$ cat src/rtl/retx_pkg.sv
// Shared types for the retransmission sequencer.
// Assumes: all users import this package; widths of counters are fixed here.
package retx_pkg;
    localparam int unsigned CNT_W = 4;

    typedef enum logic [2:0] {
        ST_IDLE   = 3'd0,
        ST_SEND   = 3'd1,
        ST_LISTEN = 3'd2,
        ST_WAIT   = 3'd3,
        ST_HALT   = 3'd4
    } seq_state_t;
endpackage

$ cat src/rtl/retx_window_timer.sv
// Elapsed-time counter in microsecond ticks, started at the end of a send.
// Assumes: restart and run are mutually exclusive in use; saturates at its maximum.
module retx_window_timer #(
    parameter int unsigned EW = 12
) (
    input  logic          clk,
    input  logic          rst_n,
    input  logic          restart,
    input  logic          run,
    input  logic          tick,
    output logic [EW-1:0] elapsed
);
    localparam logic [EW-1:0] TOP = {EW{1'b1}};

    // Purpose: count ticks while running, zero on restart, hold at the top.
    always_ff @(posedge clk) begin
        if (!rst_n)
            elapsed <= '0;
        else if (restart)
            elapsed <= '0;
        else if (run && tick && elapsed != TOP)
            elapsed <= elapsed + 1'b1;
    end
endmodule

$ cat src/rtl/retx_retry_counter.sv
// Per-packet retransmission counter: cleared at packet start, +1 per resend.
// Assumes: the controller never bumps beyond the configured limit.
module retx_retry_counter
    import retx_pkg::*;
(
    input  logic             clk,
    input  logic             rst_n,
    input  logic             clr,
    input  logic             bump,
    output logic [CNT_W-1:0] count
);
    // Purpose: clear or advance the retry count, never wrapping.
    always_ff @(posedge clk) begin
        if (!rst_n)
            count <= '0;
        else if (clr)
            count <= '0;
        else if (bump && count != {CNT_W{1'b1}})
            count <= count + 1'b1;
    end

    // the count only moves by one step up or back to zero.
    assert_retry_step_R5: assert property (@(posedge clk) disable iff (!rst_n)
        (count != $past(count)) |-> (count == '0 || count == $past(count) + 1'b1));
endmodule

$ cat src/rtl/retx_lost_counter.sv
// Saturating lost-packet counter; a clear wins over a simultaneous bump.
// Assumes: bump is a one-cycle event per packet that ran out of retries.
module retx_lost_counter
    import retx_pkg::*;
(
    input  logic             clk,
    input  logic             rst_n,
    input  logic             clr,
    input  logic             bump,
    output logic [CNT_W-1:0] count
);
    localparam logic [CNT_W-1:0] MAXV = {CNT_W{1'b1}};

    // Purpose: clear on channel write, else saturating increment.
    always_ff @(posedge clk) begin
        if (!rst_n)
            count <= '0;
        else if (clr)
            count <= '0;
        else if (bump && count != MAXV)
            count <= count + 1'b1;
    end

    // once full, the counter stays full until cleared.
    assert_lost_hold_R9: assert property (@(posedge clk) disable iff (!rst_n)
        ($past(count) == MAXV && !$past(clr)) |-> (count == MAXV));

    // a clear always leaves zero, whatever else happened.
    assert_lost_clear_R10: assert property (@(posedge clk) disable iff (!rst_n)
        clr |=> (count == '0));
endmodule

$ cat src/rtl/retx_sequencer.sv
// Retransmission sequencer: send, listen for an acknowledge, wait out the
// programmed delay, resend until acknowledged or the retry limit is reached.
// Assumes: pulse inputs are one clock wide; us_tick is a 1 us strobe; the
// delay and limit settings are held stable while a packet is in flight.
module retx_sequencer
    import retx_pkg::*;
#(
    parameter int unsigned SLOT_US   = 250,
    parameter int unsigned LISTEN_US = 250,
    parameter int unsigned CODE_W    = 4
) (
    input  logic              clk,
    input  logic              rst_n,
    input  logic [CODE_W-1:0] delay_code,
    input  logic [CNT_W-1:0]  retry_limit,
    input  logic              pkt_start,
    input  logic              tx_done,
    input  logic              ack_seen,
    input  logic              rx_busy,
    input  logic              chan_wr,
    input  logic              us_tick,
    input  logic              limit_clear,
    output logic              tx_req,
    output logic              listen_req,
    output logic              sent_pulse,
    output logic              limit_pulse,
    output logic [CNT_W-1:0]  retry_cnt,
    output logic [CNT_W-1:0]  lost_cnt
);
    localparam int unsigned MAX_WAIT = SLOT_US * (1 << CODE_W);
    localparam int unsigned SPAN     = (MAX_WAIT > LISTEN_US) ? MAX_WAIT : LISTEN_US;
    localparam int unsigned EW       = $clog2(SPAN + 1);

    seq_state_t      state_q, state_d;
    logic [EW-1:0]   elapsed;
    logic [EW-1:0]   wait_lim;
    logic            listen_done, wait_done, retries_left;
    logic            t_restart, t_run;
    logic            r_clr, r_bump, give_up, acked;

    assign wait_lim     = EW'((32'(delay_code) + 32'd1) * SLOT_US);
    assign listen_done  = (elapsed >= EW'(LISTEN_US)) && !rx_busy;
    assign wait_done    = (elapsed >= wait_lim);
    assign retries_left = (retry_cnt < retry_limit);

    // Purpose: next-state and event selection for the sequence.
    always_comb begin
        state_d   = state_q;
        t_restart = 1'b0;
        r_clr     = 1'b0;
        r_bump    = 1'b0;
        give_up   = 1'b0;
        acked     = 1'b0;
        case (state_q)
            ST_IDLE: if (pkt_start) begin
                state_d = ST_SEND;
                r_clr   = 1'b1;
            end
            ST_SEND: if (tx_done) begin
                state_d   = ST_LISTEN;
                t_restart = 1'b1;
            end
            ST_LISTEN: if (ack_seen) begin
                state_d = ST_IDLE;
                acked   = 1'b1;
            end else if (listen_done) begin
                if (retries_left) begin
                    state_d = ST_WAIT;
                end else begin
                    state_d = ST_HALT;
                    give_up = 1'b1;
                end
            end
            ST_WAIT: if (wait_done) begin
                state_d = ST_SEND;
                r_bump  = 1'b1;
            end
            ST_HALT: if (limit_clear) state_d = ST_IDLE;
            default: state_d = ST_IDLE;
        endcase
    end

    assign t_run = (state_q == ST_LISTEN) || (state_q == ST_WAIT);

    // Purpose: state register and one-cycle event outputs.
    always_ff @(posedge clk) begin
        if (!rst_n) begin
            state_q     <= ST_IDLE;
            sent_pulse  <= 1'b0;
            limit_pulse <= 1'b0;
        end else begin
            state_q     <= state_d;
            sent_pulse  <= acked;
            limit_pulse <= give_up;
        end
    end

    assign tx_req     = (state_q == ST_SEND);
    assign listen_req = (state_q == ST_LISTEN);

    retx_window_timer #(.EW(EW)) u_timer (
        .clk     (clk),
        .rst_n   (rst_n),
        .restart (t_restart),
        .run     (t_run),
        .tick    (us_tick),
        .elapsed (elapsed)
    );

    retx_retry_counter u_retry (
        .clk   (clk),
        .rst_n (rst_n),
        .clr   (r_clr),
        .bump  (r_bump),
        .count (retry_cnt)
    );

    retx_lost_counter u_lost (
        .clk   (clk),
        .rst_n (rst_n),
        .clr   (chan_wr),
        .bump  (give_up),
        .count (lost_cnt)
    );

    // never asked to send and listen at once.
    assert_req_excl_R3: assert property (@(posedge clk) disable iff (!rst_n)
        !(tx_req && listen_req));

    // a window closed without an acknowledge lasted the minimum and saw no busy.
    assert_listen_min_R4: assert property (@(posedge clk) disable iff (!rst_n)
        ($fell(listen_req) && !$past(ack_seen)) |->
            ($past(elapsed) >= EW'(LISTEN_US) && !$past(rx_busy)));

    // the sent pulse lasts one cycle and is not followed by a send.
    assert_sent_once_R6: assert property (@(posedge clk) disable iff (!rst_n)
        sent_pulse |=> (!sent_pulse && !tx_req));

    // a limit pulse is one cycle and never coincides with a send.
    assert_limit_once_R7: assert property (@(posedge clk) disable iff (!rst_n)
        limit_pulse |-> (!tx_req && !listen_req) ##1 !limit_pulse);

    // while halted and not cleared, no send request appears.
    assert_halt_quiet_R8: assert property (@(posedge clk) disable iff (!rst_n)
        (state_q == ST_HALT && !limit_clear) |=> !tx_req);
endmodule

$ cat config.mk
export PLATFORM = sky130hd
export DESIGN_NAME = retx_sequencer
export DESIGN_NICKNAME = d
export VERILOG_FILES = /design/src/rtl/retx_pkg.sv /design/src/rtl/retx_window_timer.sv /design/src/rtl/retx_retry_counter.sv /design/src/rtl/retx_lost_counter.sv /design/src/rtl/retx_sequencer.sv
export SDC_FILE = /design/constraint.sdc
export NUM_CORES = 1
export LEC_CHECK = 0
export ABC_CLOCK_PERIOD_IN_PS = 6290
export BUFFER_PORTS_ARGS = -buffer_cell sky130_fd_sc_hd__buf_2
export CAP_MARGIN = 10
export CORE_AREA = 5 5 98 100
export CTS_BUF_LIST = sky130_fd_sc_hd__clkbuf_4 sky130_fd_sc_hd__clkbuf_8
export DETAILED_ROUTE_END_ITERATION = 10
export DIE_AREA = 0 0 103 105
export GPL_ROUTABILITY_DRIVEN = 0
export PLACE_DENSITY = 0.54
export RECOVER_POWER = 100
export SLEW_MARGIN = 20
export SYNTH_ARGS = -nofsm -noshare
export SYNTH_HDL_FRONTEND = slang
export SYNTH_SLANG_ARGS = --single-unit
$ cat constraint.sdc
create_clock -name clk -period 6.29 [get_ports clk]
set_input_delay 1.258 -clock clk [delete_from_list [all_inputs] [get_ports clk]]
set_output_delay 1.258 -clock clk [all_outputs]
set_load 0.005 [all_outputs]
After elaboration in Yosys (flattened, before gate mapping)
Cells that the tools add are included.
- add/subtract/negate cells: 4
- multipliers: 1
- magnitude comparators: 3
- equality and inequality tests: 12
- mux-type cells: 19
- bitwise operators: 1
- reductions and logical operators: 13
- operators with widths (cell ; count):
    $mux W3 ; 7
    $pmux W3 S5 ; 1
    $add A12 B1 Y12 const B ; 1
    $ge A12 B12 Y1 ; 1
    $ge A12 B8 Y1 const B ; 1
    $ne A12 B12 Y1 const B ; 1
    $mul A5 B7 Y11 const B ; 1
    $mux W1 ; 11
    $add A4 B1 Y4 const B ; 2
    $ne A2 B2 Y1 const B ; 4
    $ne A4 B4 Y1 const B ; 2
    $eq A3 B2 Y1 const B ; 2
    $reduce_or A2 Y1 ; 3
    $add A4 B1 Y5 const B ; 1
    $logic_and A1 B1 Y1 ; 5
    $reduce_and A5 Y1 ; 1
    $lt A4 B4 Y1 ; 1
    $eq A3 B1 Y1 const B ; 1
    $eq A3 B3 Y1 const B ; 1
    $logic_not A3 Y1 ; 1
    $ne A3 B2 Y1 const B ; 1
    $reduce_and A2 Y1 ; 1
    $logic_not A1 Y1 ; 1
    $logic_or A1 B1 Y1 ; 1
    $not A1 Y1 ; 1
- bits in registers: 25
- input bits: 17
- output and inout bits: 12

Depth between registers and ports, before layout
- depth after elaboration: 6
- depth in mapped cells: 21
- mapped depth without buffers: 20

Modules after synthesis
A second synthesis with hierarchy kept.
- cell total of the unflattened synthesis: 278
- area total of the unflattened synthesis: 2496.1 sq um
- modules (own cells, without submodules) (module ; times used ; cells each ; area an instance (sq um)):
    retx_sequencer ; 1 ; 162 ; 1382.6
    retx_window_timer ; 1 ; 74 ; 730.7
    retx_lost_counter ; 1 ; 21 ; 191.4
    retx_retry_counter ; 1 ; 21 ; 191.4

Worst setup path before layout
OpenSTA, ideal clock, no wires.
- kind: input to register
- start point: input port delay_code[2]
- end point: register u_retry.count[3]
- arrival time: 5.778 ns
- required time: 6.169 ns
- path slack: 0.391 ns
- stages: 20
- cells stage by stage: clkbuf_1 nand3_1 nor3b_1 a211oi_1 ha_1 fa_1 inv_1 fa_1 inv_1 ha_1 nand2_1 o21ai_0 o41ai_1 xnor2_1 ha_1 and4_1 and4_1 o21ai_1 a211oi_1 mux2_2
- longest elaborated chain between the ends: 6
- RTL lines (item ; RTL line ; RTL):
    from (decl) ; retx_sequencer.sv:14 ; input logic [CODE_W-1:0] delay_code,
    $add A4 B1 Y5 ; retx_sequencer.sv:41 ; assign wait_lim = EW'((32'(delay_code) + 32'd1) * SLOT_US);
    $mul A5 B7 Y11 ; retx_sequencer.sv:41 ;
    $ge A12 B12 Y1 ; retx_sequencer.sv:43 ; assign wait_done = (elapsed >= wait_lim);
    $mux W1 ; retx_sequencer.sv:74 ; ST_WAIT: if (wait_done) begin
    $mux W1 ; retx_sequencer.sv:54 ; case (state_q)
    $logic_and A1 B1 Y1 ; retx_retry_counter.sv:18 ; else if (bump && count != {CNT_W{1'b1}})
    to (signal assigned) ; retx_retry_counter.sv:19 ; count <= count + 1'b1;
    to (decl) ; retx_retry_counter.sv:10 ; output logic [CNT_W-1:0] count
Every way passes these cells.
A chain may end at the register's enable or synchronous reset.

Worst setup path after layout
- start point: input port delay_code[0]
- end point: register u_retry.count[3]
Same word-level chain as after synthesis.

==> flow_summary_export.csv <==
group,metric,value,unit
status,result_of_the_run,"completed",
global_routing,first_global_vias,2004,
routing,drc,0,
routing,drt-initial-drc-count,103,
pwr,pwr-share-comb,48.5,%
floorplan,initial_core_util,28.49,%
place,post_place_instance_area,2699,µm²
worst_setup_path,crit_path_start_kind,"input port",
clock_network,quantity_of_hold_fixing_buffers_added_after_cts,0,
floorplan,floorplan.die.width,103,µm
place,portBuffers,28,
floorplan,std_cell_rows,34,
worst_hold_path,hold-path-endpoint,"u_retry.count[1]$_SDFFE_PP0P_",
synthesis,synth-main-ff-cell,"dfxtp_1",
sta,part_of_the_cycle_the_worst_path_needs,95.30,%
floorplan,top_level_ports,29,
worst_setup_path,r2r.worst_path.cells,5,
clock_network,clk_pin_slew_worst_paths,0.09,ns
pwr,internal_power,0.3256,mW
synthesis,synth_top_area_share,20.44,%
floorplan,die_y,105,µm
flow_run,drv_cap,0,
routing,antenna_violating_nets_post_route,0,
clock_network,clock_tree.buffer_depth,2,
clock_network,cts_inserted_buffers,3,
sta,final.setup.worst_slack,0.2953,ns
synthesis,syn_nets,344,
place,place_hpwl,4212,µm
layout,finalNetCount,370,
pwr,power_leakage,1.193,nW
routing,drt_pass1_iterations,5,
synthesis,syn-instance-count,284,
sta,clock_skew,0.006506,ns
pwr,seqPwrFrac,32.1,%
sta,final_hold_violating_endpoints,0,
worst_setup_path,crit_chain,"buf_2 -> ha_1 -> nand2_1 -> nand2_1 -> a211oi_1 -> ha_1 -> fa_1 -> inv_1 -> fa_1 -> inv_1 -> ha_1 -> nand2_1 -> o21ai_0 -> o41ai_1 -> xnor2_1 -> ha_1 -> and4_1 -> and4_1 -> o21ai_1 -> a211oi_1 -> mux2_2",
synthesis,synth.yosys.warnings,0,
worst_hold_path,hold_class,"reg -> reg",
worst_setup_path,critical-path-max-stage-delay,0.52,ns
worst_setup_path,worst_path_max_delay_cell,"fa_1",
layout,layout.cells.most_common_list,"ha_1, nor2_1, dfxtp_1",
routing,drt-vias-per-instance,4.983,
synthesis,syn_avg_cell_area,8.622,µm²
place,place_ws,-0.002387,ns
floorplan,die_area,10820,µm²
synthesis,synth_area_leader_cell,"dfxtp_1",
clock_network,tritoncts,"done",
sta,clock.fmax,166.8,MHz
worst_setup_path,reg2reg_setup_slack,3.99,ns
global_routing,gr-total-overflow,0,
sta,grt_setup_unrepaired,"false",
pwr,switching_share,37.72,%
sta,tightestPinTransition,0.9744,ns
layout,num_antenna_cells,0,
sta,slew_limit_fails,0,
pwr,switchingPower,0.1972,mW
clock_network,cts_htree_levels,1,
worst_setup_path,crit_required,6.46,ns
global_routing,grt_antenna_before_repair,0,
global_routing,grt_max_degree,14,
worst_hold_path,hp_start,"u_retry.count[1]$_SDFFE_PP0P_",
synthesis,async_flop_share,0,%
synthesis,number_of_enable_type_register_cells_in_the_synthesized_netlist,0,
routing,num_vias,2078,
layout,design_area,2704,µm²
layout,layout_commonest_cell,"ha_1",
synthesis,synth-seq-cells,25,
worst_hold_path,hold_path_depth,2,
worst_setup_path,timing.critical_path.arrival,6.17,ns
worst_setup_path,critical_path.startpoint,"delay_code[0]",
worst_setup_path,endpoint_kind,"register",
clock_network,numClockSinks,25,
synthesis,synth.yosys.seq_area_share,20.44,%
worst_setup_path,worstReg2RegEnd,"u_lost.count[1]$_SDFFE_PP0P_",
global_routing,groute.usage.overall,9.993,%
sta,report.final.setup_viol,0,
sta,hold-worst-slack,0.5596,ns
worst_setup_path,maximum_fanout_encountered_on_the_critical_timing_path,7,
sta,finalCriticalPeriod,5.995,ns
worst_setup_path,critical-path-top-cell-by-count,"ha_1",
global_routing,first_pass_grt_wire_length,9073,µm
clock_network,clock_insertion_delay_worst_skew,0.27,ns
worst_setup_path,critical_register_to_register_path_startpoint,"u_retry.count[1]$_SDFFE_PP0P_",
synthesis,syn-cell-area,2449,µm²
clock_network,cts_setup_buffers,0,
routing,final_wl,5130,µm
worst_setup_path,timing.setup.critical_path_class,"in -> reg",
synthesis,synth_cell_types,56,
layout,drive_gt1_share,11.65,%
floorplan,fp.coreArea,8593,µm²
pwr,worst_supply_voltage_drop_on_vdd,0.06462,mV
synthesis,synthTopCellsByArea,"dfxtp_1, ha_1, fa_1",
clock_network,clockRootBuffer,"clkbuf_8",
layout,synth_to_layout_area_growth,10.42,%
routing,drt-wirelength-per-cell,12.30,µm
sta,worst_slew_margin_rel,34.19,%
pwr,clock_power_share,19.4,%
pwr,cellPowerDensity,193.4,nW/µm²
-- layer usage --
metal / GRT usage (%) / up-vias / wire [µm]
li1: - / 1075 / -
met1: 13.37 / 974 / 2451
met2: 16.73 / 23 / 2453
met3: 1.799 / 6 / 177
met4: 1.943 / 0 / 47
met5: 0 / - / 0
-- repair_timing --
item	CTS	global route
endpoints found under the hold margin	0	0
gates resized for setup	0	1
endpoints found under the setup margin	0	1
-- cell usage after synthesis (all sizes together), types with 2 or more instances --
library cell	count
nor3b	2
inv	21
a21oi	11
nor4	2
and3b	2
clkbuf	6
nor3	5
o211ai	3
and2	2
o21a	4
nor2	30
mux2i	2
a211o	2
nand4	6
nand2b	4
o41ai	2
dfxtp	25
o21ai	5
xor2	6
xnor2	16
and4	3
a211oi	8
a31oi	5
nand3	9
and3	3
a21o	8
nand2	18
nand3b	3
a31o	2
a221oi	2
ha	35
buf	2
nor4b	2
fa	8
nor2b	6
-- flip-flops by register name (all words and copies together) (netlist names) --
signal           count
limit_pulse          1
sent_pulse           1
state_q              3
u_lost.count         4
u_retry.count        4
u_timer.elapsed     12
-- power by group through the flow --
stage / Combinational [mW] / Sequential [mW] / Clock [mW]
after detailed placement: 0.257 / 0.171 / 0
after global routing: 0.298 / 0.169 / 0.114
after CTS: 0.260 / 0.168 / 0.108
after floorplan: 0.210 / 0.166 / 0
final: 0.253 / 0.168 / 0.102
after global placement: 0.253 / 0.172 / 0
-- kinds of logic (layout without fill, tap and decap cells) --
kind of cell,count (synthesis),in the layout,share of synthesized area (%)
other cells,1,1,0.1531
buf+inv,29,54,4.548
mux,3,3,1.277
fa+ha+maj,43,43,24.42
xor+xnor,22,22,7.869
flops,25,25,20.44
simple gates,100,100,22.53
compound gates,61,61,18.75
-- how the worst max path moves through the flow --
stage	depth (start not counted)	slack, ns	end
after floorplan	20	0.39	u_retry.count[3]$_SDFFE_PP0P_
after detailed placement	20	-0.002	u_retry.count[3]$_SDFFE_PP0P_
after global routing	21	0.04	u_retry.count[3]$_SDFFE_PP0P_
final	21	0.30	u_retry.count[3]$_SDFFE_PP0P_
after CTS	20	0.28	u_retry.count[3]$_SDFFE_PP0P_
after global placement	21	0.13	u_retry.count[3]$_SDFFE_PP0P_
-- final cells by class --
| class | instances | area [µm²] |
|---|---|---|
| clock buffer | 4 | 48.80 |
| fill | 929 | 5889 |
| inverter | 21 | 78.83 |
| multi-input combinational | 230 | 1799 |
| sequential | 25 | 500.5 |
| tap | 108 | 135.1 |
| timing repair buffer | 29 | 141.4 |
-- critical path: cells and delay by family --
| kind | cells | cell delay, ns |
|---|---|---|
| buf+inv | 3 | 0.23 |
| fa+ha+maj | 6 | 2.29 |
| mux | 1 | 0.36 |
| xor+xnor | 1 | 0.13 |
| compound gates | 5 | 1.15 |
| simple gates | 5 | 0.75 |
-- per-stage QoR --
stage | cells | util, % | total power [mW] | setup TNS (ns)
after floorplan | 284 | - | 0.3762 | 0
after global placement | 413 | 31.41 | 0.4248 | 0
after detailed placement | 413 | 31.41 | 0.4281 | -0.002387
after CTS | 417 | 31.97 | 0.5360 | 0
after global routing | 417 | 31.46 | 0.5805 | 0
final | 417 | 31.46 | 0.5228 | 0
Power figures use the tool's default switching activity.
